<file path="src/rtl/wgd_pkg.sv">
package wgd_pkg;

    localparam int LANE_BITS = 4;

    typedef enum logic {
        RED_AND = 1'b0,
        RED_OR  = 1'b1
    } red_mode_e;

    // Carry seed entering the first stage for each reduction.
    function automatic logic seed_of(red_mode_e m);
        return (m == RED_OR) ? 1'b0 : 1'b1;
    endfunction

    // Constant on every direct input for each reduction.
    function automatic logic direct_of(red_mode_e m);
        return (m == RED_OR) ? 1'b1 : 1'b0;
    endfunction

    function automatic int stages_for(int width);
        return (width + LANE_BITS - 1) / LANE_BITS;
    endfunction

endpackage

</file>
<file path="src/rtl/wgd_lane_func.sv">
module wgd_lane_func
    import wgd_pkg::*;
(
    input  logic [LANE_BITS-1:0] addr_nib,
    input  logic [LANE_BITS-1:0] pat_nib,
    input  logic [LANE_BITS-1:0] live_nib,
    output logic                 sel
);
    logic [LANE_BITS-1:0] bit_eq;

    always_comb begin
        // Dead (padding) positions always count as equal.
        bit_eq = ~(addr_nib ^ pat_nib) | ~live_nib;
        sel    = &bit_eq;
    end

    always_comb begin
        assert (!(sel && ((addr_nib & live_nib) != (pat_nib & live_nib))))
            else $error("AST_LANE_EQ");
    end
endmodule

</file>
<file path="src/rtl/wgd_carry_mux.sv">
module wgd_carry_mux (
    input  logic sel,
    input  logic ci,
    input  logic di,
    output logic co
);
    always_comb begin
        co = sel ? ci : di;
    end
endmodule

</file>
<file path="src/rtl/wgd_chain.sv">
module wgd_chain
    import wgd_pkg::*;
#(
    parameter int WIDTH = 64,
    localparam int STAGES = stages_for(WIDTH),
    localparam int PAD_W  = STAGES * LANE_BITS
) (
    input  logic              mode,
    input  logic [WIDTH-1:0]  addr,
    input  logic [WIDTH-1:0]  pattern,
    output logic [STAGES-1:0] carry,
    output logic              result
);
    logic [PAD_W-1:0]  a_ext;
    logic [PAD_W-1:0]  p_ext;
    logic [PAD_W-1:0]  live;
    logic [STAGES-1:0] sel;
    logic              seed;
    logic              direct;

    always_comb begin
        seed   = seed_of(red_mode_e'(mode));
        direct = direct_of(red_mode_e'(mode));
    end

    for (genvar b = 0; b < PAD_W; b++) begin : g_bit
        if (b < WIDTH) begin : g_live
            assign a_ext[b] = addr[b];
            assign p_ext[b] = pattern[b];
            assign live[b]  = 1'b1;
        end else begin : g_pad
            assign a_ext[b] = 1'b0;
            assign p_ext[b] = 1'b0;
            assign live[b]  = 1'b0;
        end
    end

    for (genvar s = 0; s < STAGES; s++) begin : g_stage
        logic ci;
        if (s == 0) begin : g_first
            assign ci = seed;
        end else begin : g_link
            assign ci = carry[s-1];
        end

        wgd_lane_func u_func (
            .addr_nib (a_ext[s*LANE_BITS +: LANE_BITS]),
            .pat_nib  (p_ext[s*LANE_BITS +: LANE_BITS]),
            .live_nib (live[s*LANE_BITS +: LANE_BITS]),
            .sel      (sel[s])
        );

        wgd_carry_mux u_mux (
            .sel (sel[s]),
            .ci  (ci),
            .di  (direct),
            .co  (carry[s])
        );
    end

    assign result = carry[STAGES-1];
endmodule

</file>
<file path="src/rtl/wide_gate_decoder.sv">
module wide_gate_decoder
    import wgd_pkg::*;
#(
    parameter int WIDTH   = 64,
    parameter bit REG_OUT = 1'b1,
    localparam int STAGES = stages_for(WIDTH)
) (
    input  logic             clk,
    input  logic             rst_n,
    input  logic             mode_i,
    input  logic             invert_i,
    input  logic [WIDTH-1:0] addr_i,
    input  logic [WIDTH-1:0] pattern_i,
    output logic             match_o,
    output logic             match_q_o
);
    typedef struct packed {
        logic match;
    } flag_t;

    logic [STAGES-1:0] carry;
    logic              chain_out;
    flag_t             flag_d;
    flag_t             flag_q;

    wgd_chain #(.WIDTH(WIDTH)) u_chain (
        .mode    (mode_i),
        .addr    (addr_i),
        .pattern (pattern_i),
        .carry   (carry),
        .result  (chain_out)
    );

    always_comb begin
        flag_d       = flag_q;
        flag_d.match = chain_out ^ invert_i;
    end

    assign match_o = flag_d.match;

    if (REG_OUT) begin : g_reg
        always_ff @(posedge clk or negedge rst_n) begin
            if (!rst_n) begin
                flag_q <= '0;
            end else begin
                flag_q <= flag_d;
            end
        end
        assign match_q_o = flag_q.match;

        AST_Q_FOLLOWS: assert property (@(posedge clk) disable iff (!rst_n)
            1'b1 |=> match_q_o == $past(match_o)) else $error("AST_Q_FOLLOWS");
    end else begin : g_wire
        assign flag_q    = '0;
        assign match_q_o = match_o;
    end

    AST_AND_FULL: assert property (@(posedge clk) disable iff (!rst_n)
        (!mode_i && !invert_i) |-> (match_o == (addr_i == pattern_i)))
        else $error("AST_AND_FULL");
    AST_OR_ANY: assert property (@(posedge clk) disable iff (!rst_n)
        (mode_i && !invert_i) |-> (match_o == (addr_i != pattern_i)))
        else $error("AST_OR_ANY");
    AST_INVERT: assert property (@(posedge clk) disable iff (!rst_n)
        invert_i |-> (match_o != chain_out)) else $error("AST_INVERT");

    for (genvar s = 1; s < STAGES; s++) begin : g_mono
        AST_CHAIN_MONO: assert property (@(posedge clk) disable iff (!rst_n)
            (mode_i ? carry[s-1] : !carry[s-1]) |-> (carry[s] == carry[s-1]))
            else $error("AST_CHAIN_MONO");
    end
endmodule

</file>
<file path="config.mk">
export PLATFORM = sky130hd
export DESIGN_NAME = wide_gate_decoder
export DESIGN_NICKNAME = d
export VERILOG_FILES = /design/src/rtl/wgd_pkg.sv /design/src/rtl/wgd_lane_func.sv /design/src/rtl/wgd_carry_mux.sv /design/src/rtl/wgd_chain.sv /design/src/rtl/wide_gate_decoder.sv
export SDC_FILE = /design/constraint.sdc
export NUM_CORES = 1
export LEC_CHECK = 0
export BUFFER_PORTS_ARGS = -buffer_cell sky130_fd_sc_hd__buf_2
export CAP_MARGIN = 20
export CORE_ASPECT_RATIO = 2
export CORE_MARGIN = 2
export CORE_UTILIZATION = 40
export CTS_CLUSTER_SIZE = 10
export DETAILED_ROUTE_END_ITERATION = 7
export GPL_TIMING_DRIVEN = 0
export PLACE_DENSITY = 0.87
export RECOVER_POWER = 25
export SYNTH_ARGS = -nofsm -noshare
export SYNTH_HDL_FRONTEND = slang
export SYNTH_HIERARCHICAL = 1
export SYNTH_SLANG_ARGS = --single-unit
</file>
<file path="constraint.sdc">
create_clock -name clk -period 12.9 [get_ports clk]
set_clock_uncertainty 0.1 [all_clocks]
set_input_delay 2.58 -clock clk [delete_from_list [all_inputs] [get_ports clk]]
set_output_delay 2.58 -clock clk [all_outputs]
set_load 0.02 [all_outputs]
</file>
==> metrics, run 1 <==
Achievable Freq 0.09546 GHz; Startpoint Class input pin; post-CTS setup buffers 0; Die H 82.18 um; post-cts sizing count 0; yosys warns 6; total chip power 0.00008019 W; Final setup viols 0; register area 25.02 sq um; Final Net Count 446; Final Non-Filler Cells 342; setup TNS 0 ps; RSZ-0062 raised after global routing no; period utilization 0.8121; area of the mapped netlist 1222 sq um; most used cell, CP mux2_4; IO buf count 133; Slew Limit Fails 0; Slowest cell on crit path mux2_4; Multi-input gate area 1430 sq um; CP Max Fanout 2; Die ar. 3541 sq um; Final Wtd Congestion 0.6930; largest net degree at the start of global routing 18; total grt overflow 0; syn avg cell area 10.54 sq um; delay-heaviest family, CP multiplexers; Buffers & Inverters on Critical Path 2; Pre-antenna DRT Iters 3; number of flip-flops in the largest register 1; ant diodes 0; Peak supply drop 0.00001954 V; critical path class input pin to output pin; CP peak stage delay 330 ps; fill count 222; Worst-path clk slew 0 ps; number of remaining DRC errors 0; initial core utilization 0.4154; first-pass GRT wire length 4.968 mm; Max Cap Violations 0; fin util 0.7347; Via density 4.351; Area growth syn-to-layout 76.87%; most frequent cells in the layout buf_2 (133), xor2_1 (65), conb_1 (64); area of the core 2943 sq um; Final Critical Period 10480 ps; Worst Path Required 10220 ps; Critical Path Sink Type output pin; Worst Hold Class input pin to async pin; drt wl/cell 9.795 um; Core Rows 28; Final HPWL DP 3.215 mm; Hold Buf Count CTS 0; Leakage 1.269 nW; Critical Path AT 7800 ps; placed cell area 2162 sq um; initial antenna violation count 0; CP cell instances buf_2 -> xor2_1 -> a22o_1 -> a221oi_2 -> mux2_4 -> mux2_4 -> mux2_4 -> mux2_4 -> mux2_4 -> mux2_4 -> mux2_4 -> mux2_4 -> mux2_4 -> mux2_4 -> mux2_4 -> mux2_4 -> mux2_4 -> mux2_4 -> mux2_4 -> mux2_4 -> xor2_1 -> buf_2; Placed Cells 342; commonest non-fill, non-tap cell in the layout buf_2; layout cells sized above 1 0.5288; Hold Vio Cnt, Final 0; design area 2162 sq um; Final ANT Viol Nets 0; gr usage total 0.1704; Initial DRC Count 7; num ports 134; detailed-route via count 1488; power per cell area 37.09 nW/um^2; routed wire length 3.350 mm; vias in the first global route 1486; Mapped Cells 116; outcome finished clean; DIE WIDTH 43.09 um
-- per-stage QoR --
step                      hold WS [ps]  setup WS (ps)
final                             2255           2424
after floorplan                   2184           2657
after detailed placement          2256           2416
after CTS                         2255           2392
after global routing              2256           2257
after global placement            2255           2438
-- power by group --
group | leakage [nW] | switching, W | total [W] | internal [W]
Clock | 0 | 0 | 0 | 0
Combinational | 1.26 | 0.0000316 | 0.0000763 | 0.0000447
Sequential | 0.0117 | 0.000000115 | 0.00000391 | 0.00000380
Total | 1.27 | 0.0000317 | 0.0000802 | 0.0000485
-- metal layers --
metal,GRT usage,vias to the layer above,routed length [um]
li1,-,770,-
met1,0.1287,636,926
met2,0.4164,80,2101
met3,0.01522,2,307
met4,0.01515,0,15
met5,0,-,0
-- worst paths after layout --
path | startpoint | to | slack, ps | depth (start not counted)
min in group clk | invert_i | match_q_o | 2690 | 2
min | rst_n | match_q_o | 2250 | 1
max in group asynchronous | rst_n | match_q_o | 10360 | 1
max | pattern_i[3] | match_o | 2420 | 22
-- area by class of cell --
class                      instances  share of cell area
timing repair buffer             133              0.3079
sequential                         1             0.01157
inverter                           1            0.001736
tap                               30             0.01736
multi-input combinational        177              0.6615
Power figures use the tool's default switching activity.
==> run 2, diff against run 1 <==
--- a/config.mk
+++ b/config.mk
@@ -9,11 +9,11 @@
 export CAP_MARGIN = 20
 export CORE_ASPECT_RATIO = 2
 export CORE_MARGIN = 2
-export CORE_UTILIZATION = 40
+export CORE_UTILIZATION = 33
 export CTS_CLUSTER_SIZE = 10
 export DETAILED_ROUTE_END_ITERATION = 7
 export GPL_TIMING_DRIVEN = 0
-export PLACE_DENSITY = 0.87
+export PLACE_DENSITY = 0.77
 export RECOVER_POWER = 25
 export SYNTH_ARGS = -nofsm -noshare
 export SYNTH_HDL_FRONTEND = slang
==> constraint.sdc (replaced) <==
create_clock -name clk -period 9.02 [get_ports clk]
set_clock_uncertainty 0.1 [all_clocks]
set_input_delay 1.804 -clock clk [delete_from_list [all_inputs] [get_ports clk]]
set_output_delay 1.804 -clock clk [all_outputs]
set_load 0.02 [all_outputs]
==> run 2 against run 1 <==
- final cell count increased by 5.6%
- sequential power is 42% higher
- sequential share of layout area barely moved
- first-iteration DRC count is 57% lower
- combinational power is 43% higher
- flip-flop and latch count stayed put
- die area up 20%
- worst hold slack worse by 780 ps
- power increased by 43%
- critical path depth is the same
- global-route usage shrank 3.0 points
- critical endpoint unchanged
- largest power group unchanged
==> metrics, run 2 (synthesis results as in run 1) <==
outcome finished clean; met1 Use GR 0.09599 (-0.03275); Hold Vio Cnt, Final 0 (unchanged); Die H 90.07 um (+9.6%); initial core utilization 0.3426 (-0.07282); ant diodes 0 (unchanged); grt peak-use layer met2; critical path class input pin to output pin; Max Cap Violations 0 (unchanged); Area growth syn-to-layout 79.63%; Final Critical Period 8855 ps; Critical path origin pattern_i[3]; gr usage total 0.1407 (-0.02970); met3 Use GR 0.01004 (-0.005177); Slew Limit Fails 0 (unchanged); number of remaining DRC errors 0 (unchanged); drt wl/cell 8.756 um (-11%); Core Rows 31 (+11%); Worst Hold Class input pin to async pin; area of the core 3568 sq um (+21%); Final Wtd Congestion 0.7110 (+2.6%); most frequent cells in the layout buf_2 (132), xor2_1 (64), conb_1 (64); power per cell area 52.19 nW/um^2 (+41%); Final HPWL DP 3.087 mm (-4.0%); vias in the first global route 1472 (-0.94%); Leakage 1.271 nW (+0.17%); num ports 134 (unchanged); initial antenna violation count 0 (unchanged); Pre-antenna DRT Iters 4 (+1); Final ANT Viol Nets 0 (unchanged); Die ar. 4236 sq um (+20%); Hold Buf Count CTS 0 (unchanged); Worst-path clk slew 0 ps (unchanged); fin util 0.6154 (-0.1193); GR Util met2 0.3345 (-0.08194); Achievable Freq 0.1129 GHz; Startpoint Class input pin; IO buf count 133 (unchanged); largest net degree at the start of global routing 18 (unchanged); post-CTS setup buffers 0 (unchanged); CP Max Fanout 2 (unchanged); Critical Path AT 6950 ps (-850 ps); number of flip-flops in the largest register 1 (unchanged); Via density 4.136 (-4.9%); first-pass GRT wire length 4.788 mm (-3.6%); setup TNS 0 ps (unchanged); period utilization 0.9818; Worst Path Required 7120 ps (-3100 ps); fill count 348 (+57%); Critical Path Sink Type output pin; Peak supply drop 0.00003186 V (+63%); DIE WIDTH 47.04 um (+9.2%); layout cells sized above 1 0.5321 (+0.003205); Final setup viols 0 (unchanged); detailed-route via count 1493 (+0.34%); commonest non-fill, non-tap cell in the layout buf_2; Final Net Count 446 (unchanged); RSZ-0062 raised after global routing no; total grt overflow 0 (unchanged); routed wire length 3.161 mm (-5.6%); Initial DRC Count 3 (-4)
## run 2: path summary, 6_finish.rpt
kind,endpoint,slack [ps],cells after the start
min,match_q_o,1480,1
min in group clk,match_q_o,1930,2
max in group asynchronous,match_q_o,7260,1
max,match_o,160,22
## run 2: metal layers
layer | vias up | share of wire
met3 | 2 | 0.098
met5 | - | 0
met2 | 87 | 0.64
met1 | 635 | 0.26
met4 | 0 | 0.0041
li1 | 769 | -
## run 2: power breakdown
| part | switching, W | internal, W | total, W |
|---|---|---|---|
| registers | 0.000000135 | 0.00000543 | 0.00000556 |
| clock network | 0 | 0 | 0 |
| logic | 0.0000444 | 0.0000646 | 0.000109 |
| total | 0.0000445 | 0.0000701 | 0.000115 |
## run 2: cell type report
| cell class | count | area (sq um) | area share |
|---|---|---|---|
| Multi-Input combinational cell | 177 | 1438 | 0.6547 |
| Timing Repair Buffer | 133 | 668.1 | 0.3043 |
| Tap cell | 49 | 61.31 | 0.02792 |
| Sequential cell | 1 | 25.02 | 0.01140 |
| Inverter | 1 | 3.754 | 0.001709 |
## run 2: metrics by stage
step / instances / instance area [sq um] / setup WS (ps) / hold slack (ps) / power, W
5_1_grt: 361 / 2196 / 0.1843 / 1480 / 0.0001254
2_1_floorplan: 179 / 1459 / 328.7 / 1408 / 0.00007323
6_report: 361 / 2196 / 164.6 / 1479 / 0.0001146
3_3_place_gp: 361 / 2186 / 108.9 / 1479 / 0.0001123
3_5_place_dp: 361 / 2186 / 121.4 / 1481 / 0.0001145
4_1_cts: 361 / 2186 / 96.26 / 1480 / 0.0001147
## run 2: repair_timing
item                                    in CTS  in global routing
resized for setup                            0                  2
endpoints found under the setup margin       0                  1
hold endpoints to repair                     0                  0
## run 2: worst max-delay path: stages
cell and delay, ps:
buf_2 100, xor2_1 150, a22o_1 230, a221oi_2 200, mux2_4 320, mux2_4 260, mux2_4 250, mux2_4 250
mux2_4 250, mux2_4 250, mux2_4 250, mux2_4 260, mux2_4 250, mux2_4 250, mux2_4 250, mux2_4 250
mux2_4 260, mux2_4 260, mux2_4 250, mux2_4 270, xor2_2 150, buf_4 160
